**src/rtl/bs_pkg.sv**
```systemverilog
package bs_pkg;

    typedef enum logic [2:0] {
        OP_SLL  = 3'b000,
        OP_SRL  = 3'b001,
        OP_SRA  = 3'b010,
        OP_ROL  = 3'b011,
        OP_ROR  = 3'b100
    } shift_op_e;

    typedef enum logic [1:0] {
        FILL_ZERO = 2'd0,
        FILL_SIGN = 2'd1,
        FILL_WRAP = 2'd2
    } fill_e;

    typedef struct packed {
        logic  active;
        logic  mirror;
        fill_e fill;
    } op_cfg_t;

    function automatic op_cfg_t decode_op(logic [2:0] code);
        op_cfg_t c;
        c.active = 1'b1;
        c.mirror = 1'b0;
        c.fill   = FILL_ZERO;
        case (code)
            OP_SLL: ;
            OP_SRL: c.mirror = 1'b1;
            OP_SRA: begin c.mirror = 1'b1; c.fill = FILL_SIGN; end
            OP_ROL: c.fill = FILL_WRAP;
            OP_ROR: begin c.mirror = 1'b1; c.fill = FILL_WRAP; end
            default: c.active = 1'b0;
        endcase
        return c;
    endfunction

endpackage

```
**src/rtl/bs_mirror.sv**
```systemverilog
module bs_mirror #(
    parameter int W = 32
) (
    input  logic         en,
    input  logic [W-1:0] d,
    output logic [W-1:0] q
);
    logic [W-1:0] flipped;

    for (genvar i = 0; i < W; i++) begin : g_bit
        assign flipped[i] = d[W-1-i];
    end

    assign q = en ? flipped : d;
endmodule

```
**src/rtl/bs_stage.sv**
```systemverilog
module bs_stage
    import bs_pkg::*;
#(
    parameter int W  = 32,
    parameter int SH = 1
) (
    input  logic         en,
    input  fill_e        fill,
    input  logic         sign,
    input  logic [W-1:0] d,
    output logic [W-1:0] q
);
    logic [W-1:0] moved;

    for (genvar i = 0; i < W; i++) begin : g_bit
        if (i >= SH) begin : g_inner
            assign moved[i] = d[i-SH];
        end else begin : g_edge
            always_comb begin
                case (fill)
                    FILL_WRAP: moved[i] = d[i-SH+W];
                    FILL_SIGN: moved[i] = sign;
                    default:   moved[i] = 1'b0;
                endcase
            end
        end
        assign q[i] = en ? moved[i] : d[i];
    end
endmodule

```
**src/rtl/bs_cascade.sv**
```systemverilog
module bs_cascade
    import bs_pkg::*;
#(
    parameter int W  = 32,
    parameter int SW = $clog2(W)
) (
    input  logic [SW-1:0] amount,
    input  fill_e         fill,
    input  logic          sign,
    input  logic [W-1:0]  d,
    output logic [W-1:0]  q
);
    logic [W-1:0] lvl [0:SW];

    assign lvl[0] = d;

    for (genvar k = 0; k < SW; k++) begin : g_stage
        bs_stage #(.W(W), .SH(1 << k)) i_stage (
            .en   (amount[k]),
            .fill (fill),
            .sign (sign),
            .d    (lvl[k]),
            .q    (lvl[k+1])
        );
    end

    assign q = lvl[SW];
endmodule

```
**src/rtl/barrel_shifter.sv**
```systemverilog
module barrel_shifter
    import bs_pkg::*;
#(
    parameter int W       = 32,
    parameter bit REG_OUT = 1'b1,
    localparam int SW     = $clog2(W)
) (
    input  logic          clk,
    input  logic          rst,
    input  logic [W-1:0]  data_i,
    input  logic [SW-1:0] amount_i,
    input  logic [2:0]    mode_i,
    output logic [W-1:0]  data_o
);
    initial begin
        if ((1 << SW) != W || W < 2) $error("barrel_shifter: W must be a power of two");
    end

    op_cfg_t       cfg;
    logic [SW-1:0] amt_eff;
    logic [W-1:0]  pre, post, result;

    assign cfg     = decode_op(mode_i);
    assign amt_eff = cfg.active ? amount_i : '0;

    bs_mirror #(.W(W)) i_mirror_in (
        .en (cfg.mirror),
        .d  (data_i),
        .q  (pre)
    );

    bs_cascade #(.W(W), .SW(SW)) i_cascade (
        .amount (amt_eff),
        .fill   (cfg.fill),
        .sign   (data_i[W-1]),
        .d      (pre),
        .q      (post)
    );

    bs_mirror #(.W(W)) i_mirror_out (
        .en (cfg.mirror),
        .d  (post),
        .q  (result)
    );

    if (REG_OUT) begin : g_reg
        always_ff @(posedge clk) begin
            if (rst) data_o <= '0;
            else     data_o <= result;
        end
    end else begin : g_comb
        logic unused_ok;
        assign unused_ok = clk ^ rst;
        assign data_o    = result;
    end
endmodule

```
**config.mk**
```make
export PLATFORM = sky130hd
export DESIGN_NAME = barrel_shifter
export DESIGN_NICKNAME = d
export VERILOG_FILES = /design/src/rtl/bs_pkg.sv /design/src/rtl/bs_mirror.sv /design/src/rtl/bs_stage.sv /design/src/rtl/bs_cascade.sv /design/src/rtl/barrel_shifter.sv
export SDC_FILE = /design/constraint.sdc
export NUM_CORES = 1
export LEC_CHECK = 0
export ABC_CLOCK_PERIOD_IN_PS = 5500
export BUFFER_PORTS_ARGS = -buffer_cell sky130_fd_sc_hd__buf_4
export CAP_MARGIN = 20
export CORE_UTILIZATION = 33
export CTS_CLUSTER_SIZE = 12
export DETAILED_ROUTE_END_ITERATION = 12
export SYNTH_ARGS = -nofsm -noshare
export SYNTH_HDL_FRONTEND = slang
export SYNTH_SLANG_ARGS = --single-unit
```
**constraint.sdc**
```tcl
create_clock -name clk -period 5.5 [get_ports clk]
set_input_delay 1.1 -clock clk [delete_from_list [all_inputs] [get_ports clk]]
set_output_delay 1.1 -clock clk [all_outputs]
set_load 0.005 [all_outputs]
```
=== Yosys cells after proc, flatten, opt, wreduce, memory -nomap -nowiden ===
Index checks and enable logic that the tools add are counted.
Widths: inputs -> output; s select.

* Equality and inequality tests: 6
* Muxes and demuxes: 197
* Reductions and logical operators: 4

{| class="wikitable"
|+ Operators with widths
! kind !! number
|-
| $mux 1 || 162
|-
| $mux 32 || 2
|-
| $pmux 1 s2 || 31
|-
| $eq 3x2->1 const B || 2
|-
| $mux 5 || 1
|-
| $reduce_or 5->1 || 1
|-
| $pmux 2 s2 || 1
|-
| $eq 3x1->1 const B || 1
|-
| $eq 3x3->1 const B || 1
|-
| $logic_not 3->1 || 1
|-
| $reduce_or 3->1 || 1
|-
| $eq 2x1->1 const B || 1
|-
| $eq 2x2->1 const B || 1
|-
| $reduce_or 2->1 || 1
|}

* Register bits after elaboration: 32
* Output and inout port bits: 32

=== Longest topological paths before layout ===
* Word-level depth: 11
* Mapped depth: 16
* Mapped depth without buffers: 12

=== By module ===
A second synthesis with hierarchy kept.

* Cells, all modules: 430
* Area, all modules: 5096.1 µm²

{| class="wikitable"
|+ By module, submodules not included
! module !! instances !! cells each !! area an instance (µm²)
|-
| bs_mirror || 2 || 36 || 544.3
|-
| barrel_shifter || 1 || 79 || 937.1
|-
| bs_stage at i_cascade.g_stage[4].i_stage || 1 || 81 || 719.4
|-
| bs_stage at i_cascade.g_stage[3].i_stage || 1 || 61 || 593.1
|-
| bs_stage at i_cascade.g_stage[1].i_stage || 1 || 45 || 588.1
|-
| bs_stage at i_cascade.g_stage[0].i_stage || 1 || 43 || 585.6
|-
| bs_stage at i_cascade.g_stage[2].i_stage || 1 || 49 || 584.3
|}

=== Worst setup path after synthesis ===
OpenSTA, ideal clock, no wires.

* Kind: in2reg
* From: in mode_i[2]
* To: reg data_o[10]
* Arrival: 4.069 ns
* Required time: 5.405 ns
* Path slack: 1.336 ns
* Stages: 15
* Buffers on the path: 5
* Cells stage by stage: buf_4 buf_4 buf_2 buf_2 o21ai_0 inv_1 ha_1 or2_2 buf_1 o221a_2 a32oi_1 a211oi_1 nor3_1 a22oi_1 a221oi_1

* Word-level cells in the longest chain between the ends: 11
* Elaborated cells between the ends (all ways): 83

{| class="wikitable"
|+ RTL lines
! item !! RTL line !! source
|-
| start: declaration || barrel_shifter.sv:12 || <nowiki>input logic [2:0] mode_i,</nowiki>
|-
| $eq 3x3->1, or another cell as far along || bs_pkg.sv:28 || <nowiki>case (code)</nowiki>
|-
| $reduce_or 2->1 (no source line), or another cell as far along || -- ||
|-
| $pmux 2 s2 or $mux 1 (tied branches) || bs_pkg.sv:28 ||
|-
| $eq 2x1->1, or another cell as far along || bs_stage.sv:20 || <nowiki>case (fill)</nowiki>
|-
| $pmux 1 s2 or $mux 1 (tied branches) || bs_stage.sv:20, bs_stage.sv:27 ||
|-
| $mux 1 or $pmux 1 s2 (tied branches) (4 in a row) || bs_stage.sv:27, bs_stage.sv:20 ||
|-
| $mux 1 || bs_stage.sv:27 || <nowiki>assign q[i] = en ? moved[i] : d[i];</nowiki>
|-
| $mux 32 (*) || bs_mirror.sv:14 || <nowiki>assign q = en ? flipped : d;</nowiki>
|-
| end signal: assignment || barrel_shifter.sv:49 || <nowiki>else data_o <= result;</nowiki>
|-
| end: declaration || barrel_shifter.sv:13 || <nowiki>output logic [W-1:0] data_o</nowiki>
|}

Every way passes the cells marked *; elsewhere a longest branch is shown, timed or not.
A chain may end at the register's enable or synchronous reset.

=== Final worst setup path ===
* From: in mode_i[0]
* To: reg data_o[20]

The elaborated chain is that of the path after synthesis.

==> results.md <==
Worst setup path:
- Of all nets on the critical path, the largest fanout is 36.
- The worst setup path is launched from a primary input.
- The category of the worst setup path capture point is a register.
- The data required time of the critical path is roughly 5.7 ns.
- The arrival time at the worst endpoint is roughly 4.8 ns.
- The slowest cell on the critical path is sky130_fd_sc_hd__nor2b_1.
- The signal on the critical path passes through buf_4 > nand2_1 > o21ai_0 > inv_1 > ha_1 > nor2b_1 > o311ai_0 > a311oi_1 > nor2_1 > nor3_1 > mux2i_1 > a221oi_1.
- Broken down by cell family, the worst path's largest delay share belongs to compound AO/OA/AOI/OAI gates.
- The count of buffering cells on the critical path with inverters included is 2.
- The class of the most critical setup path is in2reg.
- The largest single stage delay on the critical path is 0.55 ns.

Drt:
- The total iterations of the first detailed-routing run is 5.
- The post-detailed-routing wire length is ~22000 um.
- The final antenna-violating net count is 0.
- The post-detailed-route DRC marker count is 0.
- After the first detailed-routing iteration, the DRC count stood at 911.
- The average wire per cell in the routed design is 22.0 um.
- The via-per-instance ratio is ~6.5.
- Across all layers, the routed design uses 6541 vias.

Yosys:
- The most common cell in the synthesized netlist is sky130_fd_sc_hd__mux2i_1.
- The synthesized design spends more area on one cell type than any other, namely sky130_fd_sc_hd__dfxtp_1.
- The portion of the post-synthesis area used by sequential elements is 11.5%.
- After synthesis the netlist holds a flip-flop and latch count of 32.
- Counting flops with an async set or reset pin after synthesis yields a share of 0%.
- After synthesis, the mean cell area works out to 7.26 um2.
- In the synthesized netlist, the number of instances is about 770.
- In the post-synthesis netlist, the biggest area contributors are sky130_fd_sc_hd__dfxtp_1 (12%), sky130_fd_sc_hd__mux2i_1 (11%), sky130_fd_sc_hd__o211ai_1 (4.3%).
- In this run, synthesis inferred 0 flip-flops with an integrated enable.
- Yosys printed 0 warnings.
- After synthesis, the most frequently instantiated cells are sky130_fd_sc_hd__mux2i_1 (59), sky130_fd_sc_hd__nand2_1 (54), sky130_fd_sc_hd__nor2_1 (50), sky130_fd_sc_hd__a21oi_1 (40), sky130_fd_sc_hd__o21ai_0 (38).
- The count of distinct cell types in the synthesized netlist is between 80 and 90.
- The mapped netlist covers 5560 um2.
- The area fraction of the dominant cell type after synthesis is a little under an eighth.
- The net count after synthesis is 810.
- Among all flip-flop cells after synthesis, the most frequent one is sky130_fd_sc_hd__dfxtp_1.

Timing:
- The setup TNS after final layout is 0 ns.
- The worst path uses 83.4% of the clock period.
- The highest clock rate is ~220 MHz.
- The worst slew slack as a fraction of its limit is 37.9%.
- The max-slew violation count came to 0.
- Setup repair after global routing left no endpoint under its margin.
- The final-report hold violation count is 0.
- The minimum period implied by the final worst setup slack is 4.59 ns.
- The transition time at the pin with the least slew margin is 0.932 ns.
- Hold timing on the final database bottoms out at a slack of 1.20 ns.
- Setup violations remaining at the end of the flow were counted as 0.

Floorplanning:
- The initial utilization of the core area, before any placement, comes to 33.6%.
- The core outline area is 16500 um2.
- After floorplanning, the core was divided into 47 placement rows.
- The die is 132 um wide.
- The number of I/O pins is 74.
- The die covers 17400 um2.
- The vertical die dimension is ~130 um.

Clocking:
- The number of gates resized after CTS was 0.
- In this run, CTS created clock tree buffers numbering 5.
- The root buffer cell is sky130_fd_sc_hd__clkbuf_16.
- For this design, the CTS-stage hold fixing added 0 buffers.
- The post-CTS setup-driven buffer insertion count is 0.
- The clock net in this run drives a total of 32 sinks.
- TritonCTS built the clock tree.
- The clock edge transition at the registers on the reported setup and hold paths is 0.05 ns.
- The number of H-tree levels is 2.
- The clock passes through at most 2 buffers.

Placed design:
- The final weighted congestion in routability-driven placement is ~0.92.
- The post-DP HPWL is between 15000 and 20000 um.
- In this run the tool buffered the top-level ports with 73 buffer cells.

Job:
- Max-cap violations in this run came to 0.

GRT:
- After global routing the overflow that remains totals 0.
- The initial antenna violation count was 0.
- Global routing consumed, over all layers together, 24.6% of the routing resources.
- The global-route wire length before repair is 34500 um.
- Entering global routing, the biggest net connects between 90 and 100 pins.
- The number of global-route vias before repair is 5967.

Min path:
- The worst hold path class is in2reg.

Power:
- The part of the power in registers is 21.8%.
- The power density over cell area is 202 nW/um2.
- The share of total power dissipated in combinational logic is 56.0%.
- The internal power of the cells totals 0.726 mW.
- Across the VDD grid, the largest voltage drop is 0.000168 V.
- The share of total power consumed by net switching is 42.5%.
- For this design the total switching power over the nets is 0.536 mW.
- The total leakage power is 2.36 nW.
- Of the total power, the clock network draws 22.1%.

Layout:
- The register containing the most flip-flops in the final layout is data_o.
- The ratio of cells with drive above 1 in the final layout is between 10% and 20%.
- The number of inserted diodes is 0.
- The relative area change from synthesis to final layout is 12.6%.
- The largest registers in the layout are data_o x32.
- The number of flip-flops in the largest register is 32.
- The net total in the final layout is 828.

Status:
- The flow ran to the end, and the final reports show no timing, DRC or antenna violations.
[through the flow]
step | setup WS (ns) | util, % | total power [mW] | cell area (um2) | std cells
4_1_cts | 0.989 | 37.9 | 1.25 | 6260 | 1004
3_3_place_gp | 0.848 | 36.9 | 0.968 | 6100 | 997
5_1_grt | 0.578 | 37.9 | 1.32 | 6260 | 1004
2_1_floorplan | 1.34 | - | 0.741 | 5560 | 766
6_report | 0.914 | 37.9 | 1.26 | 6260 | 1004
3_5_place_dp | 0.716 | 36.9 | 0.967 | 6100 | 997
[per-layer routing]
metal  wire length (um)  global-route usage (%)  up-vias  part of all wire [%]
met4                576                    7.36        0                   2.6
met5                  0                       0        -                     0
met1               9720                    34.4     3122                    44
met2              10100                    39.4      309                    46
li1                   -                       -     3070                     -
met3               1640                    3.08       40                   7.4
[kinds of logic (layout without fill, tap and decap cells)]
kind of cell	Yosys count	after routing	share of synthesized area, %
compound gates	310	310	40.9
xor+xnor	5	5	1.64
fa+ha+maj	2	2	0.450
buf+inv	96	114	9.00
flops	32	32	11.5
mux	71	71	13.1
simple gates	250	250	23.4
[final cells by class]
class | instances | area, um2
flip-flops and latches | 32 | 641
well taps | 220 | 275
multi-input cells | 638 | 4420
clock buffers | 7 | 153
fillers | 1748 | 10300
repair buffers | 95 | 726
inverters | 12 | 45.0
[cells in the final DEF (no fill, tap or decap), types with 31 or more instances in the layout]
cell type,count
sky130_fd_sc_hd__nor3_1,37
sky130_fd_sc_hd__buf_4,94
sky130_fd_sc_hd__nand2_1,54
sky130_fd_sc_hd__dfxtp_1,32
sky130_fd_sc_hd__a21oi_1,40
sky130_fd_sc_hd__o211ai_1,32
sky130_fd_sc_hd__mux2i_1,59
sky130_fd_sc_hd__o22ai_1,31
sky130_fd_sc_hd__nor2_1,50
sky130_fd_sc_hd__o21ai_0,37
[worst paths after layout]
| path | from | to | slack [ns] | cells past startpoint |
|---|---|---|---|---|
| setup / recovery | mode_i[0] | data_o[20] | 0.91 | 12 |
| hold / removal | rst | data_o[31] | 1.20 | 2 |
[power by group through the flow]
stage | clock (mW) | sequential (mW) | combinational, mW
finish | 0.279 | 0.276 | 0.707
global route | 0.292 | 0.278 | 0.754
CTS | 0.282 | 0.277 | 0.689
detailed placement | 0 | 0.281 | 0.686
global placement | 0 | 0.282 | 0.686
floorplan | 0 | 0.283 | 0.458
Note: power is estimated with default switching activity, not from simulation.
